===== config.mk =====
export PLATFORM = sky130hd
export DESIGN_NAME = wiper_i2c_ctrl
export DESIGN_NICKNAME = d
export VERILOG_FILES = /design/src/rtl/wpot_pkg.sv /design/src/rtl/bus_sampler.sv /design/src/rtl/wiper_store.sv /design/src/rtl/slave_fsm.sv /design/src/rtl/wiper_i2c_ctrl.sv
export SDC_FILE = /design/constraint.sdc
export NUM_CORES = 1
export LEC_CHECK = 0
export BUFFER_PORTS_ARGS = -buffer_cell sky130_fd_sc_hd__buf_2
export CAP_MARGIN = 20
export CORE_MARGIN = 2
export CORE_UTILIZATION = 50
export CTS_CLUSTER_DIAMETER = 60
export DETAILED_ROUTE_END_ITERATION = 8
export PLACE_DENSITY = 0.79
export SYNTH_ARGS = -nofsm -noshare
export SYNTH_HDL_FRONTEND = slang
export SYNTH_HIERARCHICAL = 1
export SYNTH_SLANG_ARGS = --single-unit

===== constraint.sdc =====
create_clock -name clk -period 4.59 [get_ports clk]
set_clock_uncertainty 0.1 [all_clocks]
set_input_delay 0.918 -clock clk [delete_from_list [all_inputs] [get_ports clk]]
set_output_delay 0.918 -clock clk [all_outputs]
set_load 0.02 [all_outputs]

===== src/rtl/wpot_pkg.sv =====
package wpot_pkg;
    localparam int BYTE_W = 8;
    localparam int CNT_W  = 4;

    typedef enum logic [3:0] {
        ST_IDLE,
        ST_ID,
        ST_ID_ACK,
        ST_ADDR,
        ST_ADDR_ACK,
        ST_DATA,
        ST_DATA_ACK,
        ST_SEND,
        ST_MACK
    } bus_state_t;
endpackage


===== src/rtl/bus_sampler.sv =====
module bus_sampler #(
    parameter int STARTUP_CYC = 64
) (
    input  logic clk,
    input  logic rst_n,
    input  logic scl_i,
    input  logic sda_i,
    output logic scl_s,
    output logic sda_s,
    output logic scl_rise,
    output logic scl_fall,
    output logic start_det,
    output logic stop_det,
    output logic ready
);
    localparam int CW = $clog2(STARTUP_CYC + 1);
    localparam logic [CW-1:0] LIMIT = CW'(STARTUP_CYC);

    // per-line pipes: index 1 = SCL, index 0 = SDA
    logic [1:0] meta_q, sync_q, prev_q;
    logic [CW-1:0] wait_q;

    always_ff @(posedge clk or negedge rst_n) begin
        if (!rst_n) begin
            meta_q <= 2'b11;
            sync_q <= 2'b11;
            prev_q <= 2'b11;
        end else begin
            meta_q <= {scl_i, sda_i};
            sync_q <= meta_q;
            prev_q <= sync_q;
        end
    end

    always_ff @(posedge clk or negedge rst_n) begin
        if (!rst_n)
            wait_q <= '0;
        else if (wait_q != LIMIT)
            wait_q <= wait_q + 1'b1;
    end

    always_comb begin
        scl_s     = sync_q[1];
        sda_s     = sync_q[0];
        ready     = (wait_q == LIMIT);
        scl_rise  = sync_q[1] & ~prev_q[1];
        scl_fall  = ~sync_q[1] & prev_q[1];
        start_det = ready & sync_q[1] & prev_q[1] & prev_q[0] & ~sync_q[0];
        stop_det  = sync_q[1] & prev_q[1] & ~prev_q[0] & sync_q[0];
    end
endmodule


===== src/rtl/wiper_store.sv =====
module wiper_store #(
    parameter int                 W         = 7,
    parameter logic [W-1:0]       RESET_VAL = 7'h40
) (
    input  logic         clk,
    input  logic         rst_n,
    input  logic         wr_en,
    input  logic [W-1:0] wr_data,
    output logic [W-1:0] q
);
    always_ff @(posedge clk or negedge rst_n) begin
        if (!rst_n)
            q <= RESET_VAL;
        else if (wr_en)
            q <= wr_data;
    end
endmodule


===== src/rtl/slave_fsm.sv =====
module slave_fsm
    import wpot_pkg::*;
#(
    parameter logic [6:0] DEV_ID  = 7'b0111110,
    parameter int         WIPER_W = 7
) (
    input  logic               clk,
    input  logic               rst_n,
    input  logic               scl_rise,
    input  logic               scl_fall,
    input  logic               start_det,
    input  logic               stop_det,
    input  logic               sda_s,
    input  logic [WIPER_W-1:0] wiper_q,
    output logic               sda_oe,
    output logic               wr_en,
    output logic [WIPER_W-1:0] wr_data,
    output bus_state_t         state_o
);
    localparam logic [CNT_W-1:0] RX_LAST = CNT_W'(BYTE_W);
    localparam logic [CNT_W-1:0] TX_LAST = CNT_W'(BYTE_W - 1);

    bus_state_t        state, nxt;
    logic [BYTE_W-1:0] shreg;
    logic [CNT_W-1:0]  bitcnt;
    logic              m_ack;
    logic              byte_done;

    assign byte_done = scl_fall && (bitcnt == RX_LAST);

    // next-state logic
    always_comb begin
        nxt = state;
        if (stop_det) begin
            nxt = ST_IDLE;
        end else if (start_det) begin
            nxt = ST_ID;
        end else begin
            unique case (state)
                ST_IDLE:     nxt = ST_IDLE;
                ST_ID:       if (byte_done)
                                 nxt = (shreg[BYTE_W-1:1] == DEV_ID) ? ST_ID_ACK : ST_IDLE;
                ST_ID_ACK:   if (scl_fall)
                                 nxt = shreg[0] ? ST_SEND : ST_ADDR;
                ST_ADDR:     if (byte_done)
                                 nxt = (shreg == '0) ? ST_ADDR_ACK : ST_IDLE;
                ST_ADDR_ACK: if (scl_fall) nxt = ST_DATA;
                ST_DATA:     if (byte_done) nxt = ST_DATA_ACK;
                ST_DATA_ACK: if (scl_fall) nxt = ST_IDLE;
                ST_SEND:     if (scl_fall && bitcnt == TX_LAST) nxt = ST_MACK;
                ST_MACK:     if (scl_fall) nxt = m_ack ? ST_SEND : ST_IDLE;
                default:     nxt = ST_IDLE;
            endcase
        end
    end

    // state register and datapath
    always_ff @(posedge clk or negedge rst_n) begin
        if (!rst_n) begin
            state  <= ST_IDLE;
            shreg  <= '0;
            bitcnt <= '0;
            m_ack  <= 1'b0;
        end else begin
            state <= nxt;
            if (start_det || nxt != state) begin
                bitcnt <= '0;
                if (nxt == ST_SEND)
                    shreg <= BYTE_W'(wiper_q);
            end else begin
                unique case (state)
                    ST_ID, ST_ADDR, ST_DATA: begin
                        if (scl_rise) begin
                            shreg  <= {shreg[BYTE_W-2:0], sda_s};
                            bitcnt <= bitcnt + 1'b1;
                        end
                    end
                    ST_SEND: begin
                        if (scl_fall) begin
                            shreg  <= {shreg[BYTE_W-2:0], 1'b0};
                            bitcnt <= bitcnt + 1'b1;
                        end
                    end
                    ST_MACK: begin
                        if (scl_rise)
                            m_ack <= ~sda_s;
                    end
                    default: ;
                endcase
            end
        end
    end

    // outputs
    always_comb begin
        sda_oe  = 1'b0;
        wr_en   = 1'b0;
        wr_data = shreg[WIPER_W-1:0];
        unique case (state)
            ST_ID_ACK, ST_ADDR_ACK, ST_DATA_ACK: sda_oe = 1'b1;
            ST_SEND:  sda_oe = ~shreg[BYTE_W-1];
            ST_DATA:  wr_en  = byte_done && !stop_det && !start_det;
            default:  ;
        endcase
    end

    assign state_o = state;
endmodule


===== src/rtl/wiper_i2c_ctrl.sv =====
module wiper_i2c_ctrl
    import wpot_pkg::*;
#(
    parameter logic [6:0] DEV_ID      = 7'b0111110,
    parameter int         WIPER_W     = 7,
    parameter logic [WIPER_W-1:0] RESET_CODE = 7'h40,
    parameter int         STARTUP_CYC = 64
) (
    input  logic               clk,
    input  logic               rst_n,
    input  logic               scl_i,
    input  logic               sda_i,
    output logic               sda_oe,
    output logic [WIPER_W-1:0] wiper_o
);
    logic scl_s, sda_s, scl_rise, scl_fall, start_det, stop_det, ready;
    logic wr_en;
    logic [WIPER_W-1:0] wr_data;
    bus_state_t state;

    bus_sampler #(.STARTUP_CYC(STARTUP_CYC)) u_sampler (
        .clk(clk), .rst_n(rst_n), .scl_i(scl_i), .sda_i(sda_i),
        .scl_s(scl_s), .sda_s(sda_s), .scl_rise(scl_rise), .scl_fall(scl_fall),
        .start_det(start_det), .stop_det(stop_det), .ready(ready)
    );

    slave_fsm #(.DEV_ID(DEV_ID), .WIPER_W(WIPER_W)) u_fsm (
        .clk(clk), .rst_n(rst_n), .scl_rise(scl_rise), .scl_fall(scl_fall),
        .start_det(start_det), .stop_det(stop_det), .sda_s(sda_s),
        .wiper_q(wiper_o), .sda_oe(sda_oe), .wr_en(wr_en), .wr_data(wr_data),
        .state_o(state)
    );

    wiper_store #(.W(WIPER_W), .RESET_VAL(RESET_CODE)) u_store (
        .clk(clk), .rst_n(rst_n), .wr_en(wr_en), .wr_data(wr_data), .q(wiper_o)
    );
endmodule


==> results of run 1 <==
[stage by stage]
stage	total power [mW]	utilization [%]	worst slack [ns]
2_1_floorplan	0.345	-	1.75
3_3_place_gp	0.353	51.6	1.26
3_5_place_dp	0.353	51.6	1.19
4_1_cts	0.613	54.0	1.17
5_1_grt	0.629	54.0	0.923
6_report	0.607	54.0	1.11
[layout make-up]
cell class	instances	area, sq um
tap	52	65.1
timing repair buffer	11	55.1
clock inverter	1	8.76
clock buffer	7	96.3
inverter	9	33.8
sequential	37	935
multi-input combinational	151	1160
fill	348	2000
[worst max-delay path by stage]
stage                        start              to  cells after the start
3_5_place_dp   u_sampler/wait_q[4]  u_fsm/shreg[2]                      9
5_1_grt        u_sampler/wait_q[4]  u_fsm/shreg[4]                      9
3_3_place_gp   u_sampler/sync_q[1]  u_fsm/shreg[6]                      8
4_1_cts        u_sampler/wait_q[4]  u_fsm/shreg[2]                      9
2_1_floorplan  u_sampler/wait_q[4]  u_fsm/shreg[0]                     10
6_report       u_sampler/wait_q[4]  u_fsm/shreg[2]                      9
[routing by layer]
layer	up-vias	GRT usage, %
met3	14	5.34
met2	82	29.3
met4	0	7.97
met5	-	0
met1	818	26.2
li1	788	-
[synthesized netlist by cell type, drive strengths merged (3+ instances only)]
cell      n  area (sq um)
xnor2     6          52.6
buf      15           123
mux2      9           131
mux2i     5          50.1
and4b     3          30.0
nor3b     3          22.5
nor2b     3          18.8
dfrtp    30           751
ha        4          50.1
nor3      6          35.0
inv       9          33.8
a2111oi   7          61.3
nor4      3          31.3
nand3     6          35.0
nor2     30           113
nand4     3          18.8
clkbuf    3          11.3
xor2      3          26.3
nand2     7          28.8
dfstp     7           184
a211oi    7          52.6
nand2b    4          25.0
[power by group through the flow]
stage               combinational (mW)  sequential (mW)  clock, mW
finish                          0.0138            0.333      0.261
global route                    0.0165            0.333      0.280
CTS                             0.0144            0.333      0.266
detailed placement              0.0144            0.339          0
global placement                0.0141            0.338          0
floorplan                      0.00681            0.338          0
[cells by family after synthesis]
group,after synthesis
AO/OA/AOI/OAI,39
adder cells (fa/ha/maj),4
AND/OR/NAND/NOR,85
buffers and inverters,27
multiplexers,14
flip-flops,37
XOR/XNOR,9
[registers in the layout, indices dropped and copies added, names as in the netlist]
name / cells
u_fsm/bitcnt: 4
u_fsm/m_ack: 1
u_store/q: 7
u_sampler/meta_q: 2
u_sampler/prev_q: 2
u_sampler/sync_q: 2
u_fsm/shreg: 8
u_fsm/state_o: 4
u_sampler/wait_q: 7
==> metrics.txt, run 1 <==
status=completed; critical path class=register to register; placed cells=260; slowest stage delay, CP=0.81 ns; RSZ-0062 raised after global routing=no; Arr. time, crit path=~3.6 ns; P_leak=approximately 1.0 nW; max frequency=approximately 0.29 GHz; Power Density=around 260 nW/um^2; Synth Area in Simple Gates=around 22%; Setup Buffers After CTS=0; worst-path cell chain=nor4_2, nand3_2, nor4b_2, nor2_1, o2bb2ai_1, o211ai_1, nor3_1, nor2_1, a211oi_1; gpl congestion=between 0.9 and 1; Final Slew Violations=0; DR vias/cell=about 6.4; Int Pwr=0.473 mW; pin count of the biggest net entering global routing=38; worst skew pair latency=0.29 ns; Max Cap Viol=0; Die Area=between 5000 and 6000 sq um; Max VDD drop=between 0.2 and 0.25 mV; worst hold endpoint=u_sampler/sync_q[0]; HP Class=register to register; CTS H-tree depth=2; share of cells above drive strength 1=approximately a fifth; crit-path most repeated cell=nor2_1; DR pass1 iterations=5; Mapped Avg Cell Area=about 11 sq um; die width=71.2 microns; CTS Sinks=37; Die Y=between 70 and 80 microns; number of global-route vias before repair=1614; reg2reg end=u_fsm/shreg[2]; cts repair resizes=0; required time of the critical path=roughly 4.7 ns; DRC=0; relative slew slack=~30%; HPWL Detailed=about 3000 microns; hold path depth=0; Cell variety after synth=65; startpoint of the worst hold path=u_sampler/meta_q[0]; setup TNS=0 ns; Post-DRT Antenna Nets=0; core area=4350 sq um; Min Clock Period, post-route=around 3.5 ns; input/output buffers=11; Vias=roughly 1700; Initial DRC Count=between 100 and 150; remaining global-route overflow=0; Met3 Wirelength=326 microns; nets@finish=around 220; Least-Margin Pin Slew=approximately 1.1 ns; Max Root-Sink Buffers=2; final cell count without fillers=268; Psw=~0.13 mW; Reg-to-Reg Start=u_sampler/wait_q[4]; sequential-to-total area share from yosys stat=approximately two fifths; multiplexer area fraction after synthesis=approximately 8.0%; drt wl/cell=16.8 microns; first-pass GRT wire length=just under 8000 microns; Worst setup SP type=register; Overall Global Routing Usage=between 10% and 20%; Worst-path clk slew=~0.080 ns; slowest stage cell, crit path=nor3_1; TritonCTS clock tree=done; hold slack=approximately 0.26 ns; Area Overhead vs Synth=4.04%; final hold viol count=0; Ys Warns=6; row count=24; Synth Net Count=approximately 220; Antenna Cells=0; most frequent cells in the layout=nor2_1 (30), dfrtp_1 (30), buf_2 (11); nature of the critical path endpoint=register; Flop pwr share=a little over half; Combinational Power Share=under 10%; Mapped Cells=between 200 and 250; Post-CTS Hold Buffers=0; period utilization=about three quarters; Routed WL=roughly 4500 microns; WL met1=between 1500 and 2000 microns; Synth Area in XOR/XNOR=under 10%; initial antenna violation count=0; met2 routed WL=about 2100 microns; Post-Synthesis Cell Area=between 2000 and 2500 sq um; Starting Density=slightly above 50%; Sw Ratio=22.1%; Clock Power Share=between 40 and 50%; cell family with most CP delay=simple AND/OR/NAND/NOR gates; Post-DP Area=2250 sq um; Synth Flop Type=dfrtp_1; # IOs=12; final setup vio count=0; Reg2Reg Setup Slack=1.11 ns; Bufs and invs on worst path=0; Adder-Cell Fraction of Synth Area=under 10%; FF-to-FF path depth=9; FF+latch count, synth=37; DR top layer=met4; Post-synth EDFFs=0; CTS root buf=clkbuf_8; CP max FO=8; Finished Cell Area=2350 sq um; CTS buffer count=5; largest family of logic cells by synthesized area=simple AND/OR/NAND/NOR gates; compound-cell area share of the yosys netlist=~15%; ys async rst share=100%
No activity file was read; power rests on OpenSTA's default activity.
==> run 2: changes to the inputs <==
Settings changed: ABC_AREA set to 1.
Clock period 4.59 ns to 3.6 ns, I/O delays scaled along.
==> run 2 against run 1 <==
Net effect:
- final area grew 0.11%
- die area is 2.3% lower
- sequential power is 27% higher
- count of clock-buffer cells in the layout fell by 1
- largest cell class unchanged
- largest power group unchanged
- highest routed layer unchanged
==> metrics.txt, run 2 <==
status=completed; max FFs per register=8 (unchanged); required time of the critical path=3.73 ns (-0.95 ns); Combinational Power Share=2.1% (-0.2 points); Clock Power Share=41.1% (-1.9 points); final worst slack=0.772 ns (-0.336 ns); DR pass1 iterations=4 (-1); CTS Sinks=37 (unchanged); critical path class=register to register; Die Y=70.4 microns (-1.2%); Mapped Avg Cell Area=7.42 sq um (-29%); nets@finish=315 (+41%); CTS root buf=clkbuf_8; Most Used Layer, Global Route=met2; pin count of the biggest net entering global routing=38 (unchanged); final setup vio count=0 (unchanged); DRC=0 (unchanged); DR vias/cell=5.09 (-20%); CP max FO=11 (+3); Regs by FF count=u_fsm/shreg: 8 flops, u_sampler/wait_q: 7 flops, u_store/q: 7 flops; routing usage on met2=30.9% (+1.6 points); drt wl/cell=12.6 microns (-25%); final cell count without fillers=360 (+34%); HP Class=register to register; Post-DP Area=2260 sq um (+0.50%); number of global-route vias before repair=1779 (+10%); worst skew pair latency=0.29 ns (about the same); Sw Ratio=22.4% (+0.25 points); CTS buffer count=5 (unchanged); die width=70.4 microns (-1.2%); Arr. time, crit path=2.96 ns (-0.61 ns); Max Root-Sink Buffers=2 (unchanged); Starting Density=51.3% (-0.56 points); Final Slew Violations=0 (unchanged); Initial DRC Count=175 (+20%); HPWL Detailed=3350 microns (+9.1%); Max Cap Viol=0 (unchanged); fin util=54.8% (+0.81 points); remaining global-route overflow=0 (unchanged); # IOs=12 (unchanged); Finished Cell Area=2350 sq um (+0.11%); Overall Global Routing Usage=20.7% (+1.4 points); input/output buffers=11 (unchanged); Antenna Cells=0 (unchanged); nature of the critical path endpoint=register; Power Density=317 nW/um^2 (+23%); Setup Buffers After CTS=0 (unchanged); Mapped Cells=297 (+38%); met3 usage=4.04% (-1.3 points); final hold viol count=0 (unchanged); Area Overhead vs Synth=6.75%; dpl ws=0.832 ns (-0.355 ns); CTS H-tree depth=2 (unchanged); RSZ-0062 raised after global routing=no; gpl congestion=0.985 (+7.2%); first-pass GRT wire length=8130 microns (+4.2%); max frequency=0.354 GHz (+23%); initial antenna violation count=0 (unchanged); Post-DRT Antenna Nets=0 (unchanged); Routed WL=4540 microns (+0.73%); Int Pwr=0.580 mW (+23%); met1 usage=30.1% (+3.9 points); Synth Net Count=305 (+37%); Post-Synthesis Cell Area=2200 sq um (-2.4%); relative slew slack=45.5% (+16 points); Worst-path clk slew=0.07 ns (about the same); row count=24 (unchanged); Least-Margin Pin Slew=0.818 ns (-0.235 ns); period utilization=78.6% (+2.7 points); cts repair resizes=0 (unchanged); setup TNS=0 ns (unchanged); core area=4290 sq um (-1.4%); Die Area=4960 sq um (-2.3%); most frequent cells in the layout=nand2_1 (113), inv_1 (30), dfrtp_1 (30); commonest non-fill, non-tap cell in the layout=nand2_1; share of cells above drive strength 1=17.2% (-4.1 points); Layout fillers=414 (+19%); hold slack=0.260 ns (+0.00319 ns); Min Clock Period, post-route=2.83 ns (-0.654 ns); total power=0.747 mW (+23%); placed cells=352 (+35%); Ys Warns=6 (unchanged); Vias=1832 (+7.6%); Max VDD drop=0.286 mV (+41%); most flop-heavy register=u_fsm/shreg; Post-CTS Hold Buffers=0 (unchanged); Flop pwr share=56.8% (+2.0 points); Worst setup SP type=register; TritonCTS clock tree=done; P_leak=1.31 nW (+25%); Psw=0.167 mW (+24%)
[run 2: worst paths after layout]
path                                           from                   to  slack, ns  cells past startpoint
worst max-delay path            u_sampler/prev_q[1]       u_fsm/shreg[4]       0.77                     15
worst min-delay path            u_sampler/meta_q[1]  u_sampler/sync_q[1]       0.26                      0
worst max register to register  u_sampler/prev_q[1]       u_fsm/shreg[4]       0.77                     15
worst min register to register  u_sampler/meta_q[1]  u_sampler/sync_q[1]       0.26                      0
max in group asynchronous                     rst_n     u_fsm/state_o[0]       2.46                      1
min in group asynchronous                     rst_n          u_fsm/m_ack       0.42                      1
[run 2: area by class of cell]
type	instances	area [sq um]	area share (%)
Tap cell	52	65.1	2.76
Sequential cell	37	935	39.7
Inverter	37	140	5.95
Timing Repair Buffer	12	62.6	2.66
Clock inverter	2	13.8	0.585
Clock buffer	6	82.6	3.51
Multi-Input combinational cell	214	1050	44.8
[run 2: worst max-delay path: stages, from the launching register on]
cell and delay [ns]:
dfstp_2 0.56, inv_1 0.04, nor2_1 0.37, nand4_1 0.31, nand3b_1 0.28, nand3_2 0.11, nand2_1 0.07, nand2_1 0.10
nand3_4 0.10, nor2_8 0.16, nand2_4 0.13, nand2_2 0.10, nand2_4 0.08, inv_2 0.12, nand2_1 0.07, nand2_1 0.06
[run 2: power by group through the flow]
stage / Sequential, mW / Combinational (mW) / Clock, mW
2_1_floorplan: 0.432 / 0.00493 / 0
6_report: 0.424 / 0.0156 / 0.307
5_1_grt: 0.425 / 0.0184 / 0.331
4_1_cts: 0.424 / 0.0164 / 0.313
3_3_place_gp: 0.432 / 0.0160 / 0
3_5_place_dp: 0.432 / 0.0163 / 0
[run 2: routing by layer]
| metal | wire length, microns | vias up | part of all wire, % |
|---|---|---|---|
| met3 | 212 | 8 | 4.7 |
| met1 | 2240 | 843 | 49 |
| met4 | 79 | 0 | 1.7 |
| met2 | 2000 | 45 | 44 |
| li1 | - | 936 | - |
| met5 | 0 | - | 0 |
==> run 3: changes to the inputs <==
Settings changed: PLACE_DENSITY 0.79 to 0.82.
Clock period 3.6 ns to 2.6 ns, I/O delays scaled along.
==> run 3 against run 2 <==
Net effect:
- worst setup slack got worse by 0.56 ns
- sequential power increased by 39%
- core utilization increased by 1.4 points
- maximum frequency increased by 19%
- die area unchanged
- count of clock-buffer cells in the layout increased by 1
- non-clock buffer count increased by 4
- clock power increased by 35%
- register-to-register slack got worse by 0.56 ns
==> metrics.txt, run 3 (synthesis gave the netlist of run 2 again) <==
CP Launch Point=u_sampler/prev_q[1]; register area=935 sq um (unchanged); most frequent cells in the layout=nand2_1 (113), dfrtp_1 (30), inv_1 (29); Regs by FF count=u_fsm/shreg: 8 flops, u_sampler/wait_q: 7 flops, u_store/q: 7 flops; Psw=0.221 mW (+33%); # IOs=12 (unchanged); Clock Power Share=40.3% (-0.8 points); Max VDD drop=0.364 mV (+27%); Routed WL=4510 microns (-0.55%); Reg-to-Reg Start=u_sampler/prev_q[1]; Layout fillers=386 (-6.8%); critical path class=register to register; Sw Ratio=21.6% (-0.79 points); die width=70.4 microns (unchanged); remaining global-route overflow=0 (unchanged); FF-to-FF path depth=16 (+1); HPWL Detailed=3360 microns (+0.43%); DR vias/cell=5.12 (+0.52%); Flop pwr share=57.3% (+0.5 points); Bufs and invs on worst path=4 (+2); required time of the critical path=2.68 ns (-1.05 ns); slowest stage cell, crit path=dfstp_2; Worst setup SP type=register; nature of the critical path endpoint=register; Post-DP Area=2290 sq um (+1.3%); CTS Sinks=37 (unchanged); Area Overhead vs Synth=9.53%; Post-CTS Hold Buffers=0 (unchanged); nets@finish=319 (+1.3%); most flop-heavy register=u_fsm/shreg; Final Slew Violations=0 (unchanged); RSZ-0062 raised after global routing=no; final setup vio count=0 (unchanged); status=completed; P_leak=1.32 nW (+0.91%); reg2reg end=u_fsm/shreg[2]; Power Density=425 nW/um^2 (+34%); max frequency=0.419 GHz (+19%); Starting Density=51.3% (unchanged); HP Class=input port to asynchronous set/reset pin; commonest non-fill, non-tap cell in the layout=nand2_1; Die Y=70.4 microns (unchanged); share of cells above drive strength 1=18.9% (+1.7 points); first-pass GRT wire length=7980 microns (-1.8%); max FFs per register=8 (unchanged); crit-path most repeated cell=nand2_1; row count=24 (unchanged); Arr. time, crit path=2.46 ns (-0.50 ns); cell family with most CP delay=simple AND/OR/NAND/NOR gates; Max Cap Viol=0 (unchanged); Max Root-Sink Buffers=2 (unchanged); TritonCTS clock tree=done; Int Pwr=0.805 mW (+39%); Finished Cell Area=2410 sq um (+2.6%); relative slew slack=45.7% (+0.23 points); slowest stage delay, CP=0.56 ns (about the same); worst-path cell chain=inv_1, nor2_4, buf_4, inv_1, nand3_1, nand2_1, nor2_1, nand3_2, nand3_1, nand3_4, nor2_8, nand3_2, nand2_4, inv_4, nand2_1, nand2_1; Least-Margin Pin Slew=0.814 ns (-0.00341 ns); Overall Global Routing Usage=20.5% (-0.18 points); DRC=0 (unchanged); input/output buffers=11 (unchanged); number of global-route vias before repair=1799 (+1.1%); drt wl/cell=12.4 microns (-1.6%); initial antenna violation count=0 (unchanged); Initial DRC Count=117 (-33%); Min Clock Period, post-route=2.39 ns (-0.443 ns); CTS buffer count=5 (unchanged); CP max FO=9 (-2); period utilization=91.7% (+13 points); Combinational Power Share=2.3% (+0.2 points); gpl congestion=0.905 (-8.2%); area of the multi-input gates=1090 sq um (+3.0%); CTS H-tree depth=2 (unchanged); Worst-path clk slew=0.07 ns (about the same); Vias=1862 (+1.6%); setup TNS=0 ns (unchanged); CTS root buf=clkbuf_8; Die Area=4960 sq um (unchanged); worst skew pair latency=0.29 ns (about the same); DR pass1 iterations=4 (unchanged); Reg2Reg Setup Slack=0.21 ns (-0.56 ns); core area=4290 sq um (unchanged); Antenna Cells=0 (unchanged); Post-DRT Antenna Nets=0 (unchanged); final hold viol count=0 (unchanged); pin count of the biggest net entering global routing=38 (unchanged)
==> run 3: cell count changes in the layout (fill, tap and decap cells not counted) <==
cell        change
clkinvlp_4      +1
nand3_2         -1
nor2_1          -2
clkinv_4        -1
nand2_8         +1
clkbuf_1        +1
nor2_4          +2
inv_1           -1
buf_4           +4
inv_4           +1
clkinv_2        -1
nand2_4         -1
nand3_4         +1
==> run 3: layer usage <==
metal,GRT usage [%],vias to the layer above,wire (microns)
met3,4.47,5,202
met2,31.9,30,2090
li1,-,947,-
met4,8.12,0,78
met5,0,-,0
met1,27.9,880,2140
==> run 3: repair_timing <==
action                     in CTS  in global routing
buffers inserted                0                  0
gates resized for setup         0                  8
setup endpoints to repair       0                 11
==> run 3: through the flow <==
step | total power, mW | hold slack (ns) | setup WS [ns] | utilization, % | instances
2_1_floorplan | 0.604 | 0.124 | 0.253 | - | 297
3_3_place_gp | 0.622 | 0.247 | 0.207 | 53.3 | 356
3_5_place_dp | 0.622 | 0.247 | 0.123 | 53.3 | 356
4_1_cts | 1.04 | 0.216 | 0.101 | 55.4 | 364
6_report | 1.03 | 0.222 | 0.215 | 56.2 | 364
5_1_grt | 1.07 | 0.213 | 0.00415 | 56.2 | 364
==> run 3: cell type report <==
cell class	instances	area share (%)
multi-input combinational	214	45.0
sequential	37	38.7
inverter	37	5.91
timing repair buffer	16	3.83
clock buffer	7	3.58
tap	52	2.69
clock inverter	1	0.311
==> run 3: power groups by stage <==
stage	sequential, mW	combinational [mW]	clock, mW
2_1_floorplan	0.598	0.00682	0
3_3_place_gp	0.598	0.0232	0
3_5_place_dp	0.599	0.0237	0
4_1_cts	0.588	0.0236	0.426
5_1_grt	0.589	0.0278	0.449
6_report	0.588	0.0240	0.414
==> run 3: how the worst max path moves through the flow <==
stage | to | slack (ns) | cells after the start
global placement | u_fsm/shreg[2] | 0.21 | 19
global route | u_fsm/shreg[5] | 0.004 | 17
finish | u_fsm/shreg[2] | 0.21 | 16
CTS | u_fsm/shreg[2] | 0.10 | 18
floorplan | u_fsm/shreg[0] | 0.25 | 14
detailed placement | u_fsm/shreg[4] | 0.12 | 18
